**config.mk**
```make
export PLATFORM = sky130hd
export DESIGN_NAME = smag_addsub
export DESIGN_NICKNAME = d
export VERILOG_FILES = /design/src/rtl/smag_pkg.sv /design/src/rtl/smag_cmpl.sv /design/src/rtl/smag_adder.sv /design/src/rtl/smag_addsub.sv
export SDC_FILE = /design/constraint.sdc
export NUM_CORES = 1
export LEC_CHECK = 0
export ABC_AREA = 1
export BUFFER_PORTS_ARGS = -buffer_cell sky130_fd_sc_hd__buf_2
export CORE_MARGIN = 3
export CORE_UTILIZATION = 30
export CTS_CLUSTER_DIAMETER = 80
export DETAILED_ROUTE_END_ITERATION = 16
export HOLD_SLACK_MARGIN = 0.15
export PLACE_DENSITY = 0.5
export SYNTH_ARGS = -nofsm -noshare
export SYNTH_HDL_FRONTEND = slang
export SYNTH_SLANG_ARGS = --single-unit
export TNS_END_PERCENT = 100
```
**constraint.sdc**
```tcl
create_clock -name clk -period 3.1 [get_ports clk]
set_input_delay 0.155 -clock clk [delete_from_list [all_inputs] [get_ports clk]]
set_output_delay 0.155 -clock clk [all_outputs]
set_load 0.01 [all_outputs]
```
**src/rtl/smag_pkg.sv**
```systemverilog
package smag_pkg;
    typedef enum logic [1:0] {
        ST_IDLE   = 2'd0,
        ST_ADD    = 2'd1,
        ST_NEGATE = 2'd2,
        ST_FINISH = 2'd3
    } smag_state_t;
endpackage

```
**src/rtl/smag_cmpl.sv**
```systemverilog
module smag_cmpl #(
    parameter int W = 4
) (
    input  logic         inv,
    input  logic [W-1:0] din,
    output logic [W-1:0] dout
);
    for (genvar i = 0; i < W; i++) begin : g_bit
        assign dout[i] = din[i] ^ inv;
    end
endmodule

```
**src/rtl/smag_adder.sv**
```systemverilog
module smag_adder #(
    parameter int W = 4
) (
    input  logic [W-1:0] x,
    input  logic [W-1:0] y,
    input  logic         cin,
    output logic [W-1:0] sum,
    output logic         cout
);
    logic [W:0] carry;
    assign carry[0] = cin;
    for (genvar i = 0; i < W; i++) begin : g_fa
        assign sum[i]     = x[i] ^ y[i] ^ carry[i];
        assign carry[i+1] = (x[i] & y[i]) | (carry[i] & (x[i] ^ y[i]));
    end
    assign cout = carry[W];
endmodule

```
**src/rtl/smag_addsub.sv**
```systemverilog
module smag_addsub
    import smag_pkg::*;
#(
    parameter int W = 4
) (
    input  logic         clk,
    input  logic         rst_n,
    input  logic         start,
    input  logic         sub_mode,
    input  logic         a_sign_in,
    input  logic [W-1:0] a_mag_in,
    input  logic         b_sign_in,
    input  logic [W-1:0] b_mag_in,
    output logic         res_sign,
    output logic [W-1:0] res_mag,
    output logic         ovf,
    output logic         done
);
    localparam logic [W-1:0] MAG_ZERO = '0;

    smag_state_t state, state_nx;

    logic [W-1:0] a_q, b_q;
    logic         a_s_q, b_s_eff_q, ovf_q;
    logic         diff_q;
    logic         busy;

    logic [W-1:0] add_x, add_src, add_y, add_sum;
    logic         add_inv, add_cout;

    // Shared datapath: the main sum, or ~A + 1 while correcting
    always_comb begin
        if (state == ST_NEGATE) begin
            add_x   = MAG_ZERO;
            add_src = a_q;
            add_inv = 1'b1;
        end else begin
            add_x   = a_q;
            add_src = b_q;
            add_inv = diff_q;
        end
    end

    smag_cmpl #(.W(W)) u_cmpl (
        .inv  (add_inv),
        .din  (add_src),
        .dout (add_y)
    );

    smag_adder #(.W(W)) u_adder (
        .x    (add_x),
        .y    (add_y),
        .cin  (add_inv),
        .sum  (add_sum),
        .cout (add_cout)
    );

    // Next-state logic
    always_comb begin
        state_nx = state;
        unique case (state)
            ST_IDLE:   if (start) state_nx = ST_ADD;                       // launch
            ST_ADD:    state_nx = (diff_q && !add_cout) ? ST_NEGATE       // borrow
                                                        : ST_FINISH;       // settle
            ST_NEGATE: state_nx = ST_FINISH;                               // fixed
            ST_FINISH: state_nx = ST_IDLE;                                 // retire
        endcase
    end

    // State register
    always_ff @(posedge clk) begin
        if (!rst_n) state <= ST_IDLE;
        else        state <= state_nx;
    end

    // Operand and result registers
    always_ff @(posedge clk) begin
        if (!rst_n) begin
            a_q       <= '0;
            b_q       <= '0;
            a_s_q     <= 1'b0;
            b_s_eff_q <= 1'b0;
            ovf_q     <= 1'b0;
            diff_q    <= 1'b0;
        end else begin
            unique case (state)
                ST_IDLE: begin
                    if (start) begin
                        a_q       <= a_mag_in;
                        b_q       <= b_mag_in;
                        a_s_q     <= a_sign_in;
                        b_s_eff_q <= b_sign_in ^ sub_mode;
                        diff_q    <= a_sign_in ^ (b_sign_in ^ sub_mode);
                    end
                end
                ST_ADD: begin
                    a_q <= add_sum;
                    if (diff_q) begin
                        ovf_q <= 1'b0;
                        if (add_cout && add_sum == MAG_ZERO) a_s_q <= 1'b0;
                    end else begin
                        ovf_q <= add_cout;
                    end
                end
                ST_NEGATE: begin
                    a_q   <= add_sum;
                    a_s_q <= ~a_s_q;
                end
                ST_FINISH: ;
            endcase
        end
    end

    // Output decode
    always_comb begin
        done     = (state == ST_FINISH);
        busy     = (state != ST_IDLE);
        res_mag  = a_q;
        res_sign = a_s_q;
        ovf      = ovf_q;
    end

endmodule

```
* After elaboration in Yosys (flattened, before gate mapping) *
Cells that the tools add are included.

storage, ports and cells
  logic and storage cells = 63
  output and inout bits = 7
  input bits = 14
  bits in registers = 13

operators by class
  equality and inequality tests = 6
  reductions and logical operators = 11
  multiplexer cells = 13
  bitwise logic cells = 27

operators by type and width
  operator              count
  $xor A1 B1 Y1         14
  $mux W4               3
  $and A1 B1 Y1         8
  $pmux W2 S4           1
  $pmux W4 S2           1
  $mux W1               6
  $ne A2 B2 Y1 const B  3
  $eq A2 B2 Y1 const B  2
  $logic_not A4 Y1      1
  $or A1 B1 Y1          4
  $reduce_and A2 Y1     2
  $reduce_and A4 Y1     1
  $pmux W1 S3           1
  $reduce_bool A3 Y1    1
  $eq A2 B1 Y1 const B  1
  $logic_and A1 B1 Y1   2
  $logic_not A2 Y1      1
  $mux W2               1
  $reduce_bool A2 Y1    1
  $reduce_or A2 Y1      1
  $logic_not A1 Y1      1
  $not A1 Y1            1

* Logic depth before layout (Yosys ltp) *
  word-level depth = 16
  gate-level depth with buffers = 17
  mapped depth without buffers = 17

* Cells and area by module *
From an unflattened synthesis, not the netlist that was laid out.

unflattened totals
  cell total of the unflattened synthesis = 143
  area total of the unflattened synthesis = 920.9 um^2

by module, submodules not included
  module       sequential area each (um^2)  area each (um^2)  cells each  times used
  smag_addsub  260.2                        739.5             112         1
  smag_adder   0.0                          117.6             14          1
  smag_cmpl    0.0                          63.8              17          1

* Worst setup path after synthesis *
No wires, ideal clock.

  path kind = register -> register
  from = register state[0]
  to = register a_s_q, in the netlist res_sign
  required time = 2.987 ns
  stages on the path, launching flop included = 16
  path buffers = 1
  slack = 0.205 ns
  setup time = 0.113 ns
  arrival = 2.782 ns
  period minus slack after synthesis = 2.895 ns
  cell sequence = dfxtp_1 inv_1 ha_1 buf_2 o31a_1 fa_1 fa_1 fa_1 inv_1 nand2_1 nor2_1 nand3_1 nand2_2 nand3_2 nand2_1 nor2_2

between the ends
  word-level cells in the longest chain between the ends = 15
  elaborated cells between the ends (all ways) = 38
  classes of those cells = eq/ne (5); mux (4); bitwise (24); reduce/logical (5)

RTL lines
  element                                           line                                  RTL
  start, declared                                   smag_addsub.sv:21                     smag_state_t state, state_nx;
  start signal, assigned                            smag_addsub.sv:73                     else state <= state_nx;
  $eq A2 B2 Y1                                      smag_addsub.sv:33, smag_addsub.sv:86
  $mux W4 or $mux W1 (tied branches)                smag_addsub.sv:33                     if (state == ST_NEGATE) begin
  $xor A1 B1 Y1                                     smag_cmpl.sv:9                        assign dout[i] = din[i] ^ inv;
  $xor A1 B1 Y1                                     smag_adder.sv:13, smag_adder.sv:14
  $and A1 B1 Y1                                     smag_adder.sv:14                      assign carry[i+1] = (x[i] & y[i]) | (carry[i] & (x[i] ^ y[i]));
  $or A1 B1 Y1                                      smag_adder.sv:14
  $and A1 B1 Y1                                     smag_adder.sv:14
  $or A1 B1 Y1                                      smag_adder.sv:14
  $and A1 B1 Y1                                     smag_adder.sv:14
  $or A1 B1 Y1                                      smag_adder.sv:14
  $xor A1 B1 Y1 or $and A1 B1 Y1 (tied branches)    smag_adder.sv:13, smag_adder.sv:14
  $logic_not A4 Y1 or $or A1 B1 Y1 (tied branches)  smag_addsub.sv:100, smag_adder.sv:14
  $logic_and A1 B1 Y1                               smag_addsub.sv:100                    if (add_cout && add_sum == MAG_ZERO) a_s_q <= 1'b0;
  $ne A2 B2 Y1 (no line)                            n/a
  $reduce_and A4 Y1 (no line)                       n/a
  end signal, assigned                              smag_addsub.sv:91                     a_s_q <= a_sign_in;
  end signal, assigned                              smag_addsub.sv:107                    a_s_q <= ~a_s_q;
  end, declared                                     smag_addsub.sv:24                     logic a_s_q, b_s_eff_q, ovf_q;

Parallel ways exist; a longest one is shown, timed or not.
A chain may end at the register's enable or synchronous reset.

* Worst setup path in the final report *
  from = register state[1]
  to = register a_s_q, in the netlist res_sign

Same word-level chain as after synthesis.

==> results_dict.tcl <==
set metrics [dict create \
    status "finished, final reports clean" \
    r2r_cells 16 \
    rows 18 \
    synthDistinctLibCells 23 \
    reg2reg_from "state[1]" \
    tns_ns 0 \
    postCtsSetupRepairBufs 0 \
    dr_wl_met2_um 950 \
    drt-vias-per-instance 4.62 \
    grt_max_degree 14 \
    path_max_fanout 5 \
    ir_drop_uv 549 \
    clockRootBuffer "clkbuf_4" \
    dieHeight_um 59.8 \
    clock_sinks 13 \
    synth_xor_area_frac 0.0504 \
    synth_compound_area_frac 0.204 \
    hold_depth 3 \
    synth_fa_ha_area_frac 0.141 \
    path_clk_slew_ns 0.08 \
    slew_headroom 0.767 \
    hpwl_um 1520 \
    synth.area.mux_share 0 \
    dr_wl_met3_um 116 \
    tightest_slew_ns 0.349 \
    start_kind "register" \
    min_to "diff_q" \
    drive_above_1_share 0.293 \
    endpoint_kind "register" \
    syn_avg_cell_area_um2 7.50 \
    synth_top_family_by_area "simple AND/OR/NAND/NOR gates" \
    first_pass_iters 2 \
    cts_max_level 1 \
    num_io_pins 21 \
    wl_met1_um 863 \
    ys_seq_area_frac 0.299 \
    routed_wl_um 1950 \
    grt_pass1_vias 738 \
    coreArea_mm2 0.00261 \
    drv_cap 0 \
    numCtsBuffers 3 \
    worstPathCellList "ha_4 > inv_2 > nand2_1 > nand3_2 > o31a_1 > fa_1 > fa_1 > fa_1 > inv_1 > nand2_1 > nor2_1 > nand3_1 > nand2_2 > nand3_2 > nand2_1 > nor2_2" \
    dr_total_vias 817 \
    syn_nets 138 \
    die_w_um 59.8 \
    diodes 0 \
    synth-simple-area-share 0.212 \
    p_leak_nw 0.521 \
    first_iter_violations 18 \
    routedWlPerCell_um 11.0 \
    overflow 0 \
    slew_violations 0 \
    yosys_warnings 0 \
    fin_ws_ns 0.228 \
    final_common_cell "buf_2" \
    setup_viol 0 \
    fmax_mhz 348 \
    top_layer "met4" \
    portBuffers 20 \
    finClkSkew_ns 0.00299 \
    antenna_left 0 \
    syn_inst 116 \
    synth_top_area_frac 0.299 \
    fin_crit_sh 0.926 \
    track_usage 0.120 \
    start_util 0.333 \
    drc 0 \
    worst_ep_required_time_ns 3.28 \
    timing.rr.end "res_sign" \
    die_area_mm2 0.00358 \
    dp_slack_ns 0.152 \
    cts_tree "built" \
    crit_path_max_incr_delay_ns 0.43 \
    gp_congestion 0.814 \
    hold_viol_final 0 \
    yosys.area.top_type "dfxtp_1" \
    netlist_area_um2 870 \
    nNetsFinal 170 \
    crit_path_top_delay_cell "dfxtp_1" \
    antenna_found_initial 0 \
    hp-start "a_sign_in" \
    r2r_slack_ns 0.23 \
    hold_ws_ns 0.171 \
    utilization 0.427 \
    power_density_mw_per_mm2 1030 \
    worstSetupPathType "register to register" \
    layout_common_cells "buf_2, nand2_1, inv_1, dfxtp_1, o21ai_0" \
    clk_latency_ns 0.28 \
    ys_ff_latch 13 \
    synthTopCellsByArea "dfxtp_1, nand2_1, ha_1" \
    grt_pass1_wl_um 3190 \
    cts_buffer_depth 2 \
    rsz0062_at_grt "no" \
    hold_class "input pin to register" \
    worstPathArrival_ns 3.06 \
    timing.final.crit_period_ns 2.87 \
    area_growth_pct 28.3 \
]
[repair_timing]
| item | 4_1_cts | 5_1_grt |
|---|---|---|
| hold buffers | 4 | 0 |
| hold endpoints to repair | 4 | 0 |
| endpoints found under the setup margin | 0 | 1 |
| resized for setup | 0 | 2 |
[critical path: cells and delay by family (launching register included)]
| family | cells | cell delay (ns) |
|---|---|---|
| fa+ha+maj | 4 | 1.40 |
| simple gates | 9 | 0.67 |
| flops | 1 | 0.43 |
| buf+inv | 2 | 0.13 |
| compound gates | 1 | 0.13 |
[cells in the mapped netlist]
cell type	n
a211oi_1	1
a21boi_0	1
a21oi_1	9
a21oi_2	1
buf_2	3
dfxtp_1	13
fa_1	3
ha_1	5
inv_1	13
inv_2	3
inv_4	1
nand2_1	17
nand2_2	1
nand3_1	2
nand3_2	2
nor2_1	10
nor2_2	2
nor2_4	3
o21ai_0	12
o21ai_1	8
o31a_1	1
xnor2_1	4
xor2_1	1
[stage by stage]
step           power [mW]  instance area (µm²)  instances
4_1_cts              1.16                 1100        177
3_5_place_dp         1.03                 1040        169
5_1_grt              1.28                 1120        177
2_1_floorplan       0.813                  870        116
6_report             1.15                 1120        177
3_3_place_gp         1.02                 1040        169
[layout make-up]
cell class / count / area, µm²
multi-input cells: 83 / 541
flip-flops and latches: 13 / 260
fillers: 288 / 1500
repair buffers: 30 / 185
well taps: 30 / 37.5
clock buffers: 4 / 26.3
inverters: 17 / 66.3
[flip-flops by register name, summed over array words and instances (netlist names)]
| name | cells |
|---|---|
| state | 2 |
| res_mag | 4 |
| res_sign | 1 |
| b_q | 4 |
| diff_q | 1 |
| ovf | 1 |
[cells by family after synthesis]
family | after synthesis
DFF | 13
xor gates and xnor gates | 5
AOI/OAI and AO/OA | 33
and+or+nand+nor | 37
adders and majority gates | 8
buffers and inverters | 20
[report_power, final]
part	total, mW	switching (mW)	internal [mW]
Clock	0.110	0.0600	0.0500
Combinational	0.764	0.437	0.326
Sequential	0.274	0.0485	0.225
[how the worst max path moves through the flow]
| stage | from | end | slack (ns) | depth (start not counted) |
|---|---|---|---|---|
| after floorplan | state[0] | res_sign | 0.20 | 15 |
| after global placement | state[1] | res_sign | 0.21 | 16 |
| after detailed placement | state[1] | res_sign | 0.15 | 16 |
| after CTS | state[1] | res_sign | 0.12 | 16 |
| after global routing | state[0] | res_sign | 0.03 | 16 |
| final | state[1] | res_sign | 0.23 | 16 |
[metal layers]
layer / vias up / global-route usage
met5: - / 0
met4: 0 / 0.0506
met3: 2 / 0.0410
met2: 19 / 0.196
met1: 361 / 0.143
li1: 435 / -
No activity file was read; power rests on OpenSTA's default activity.
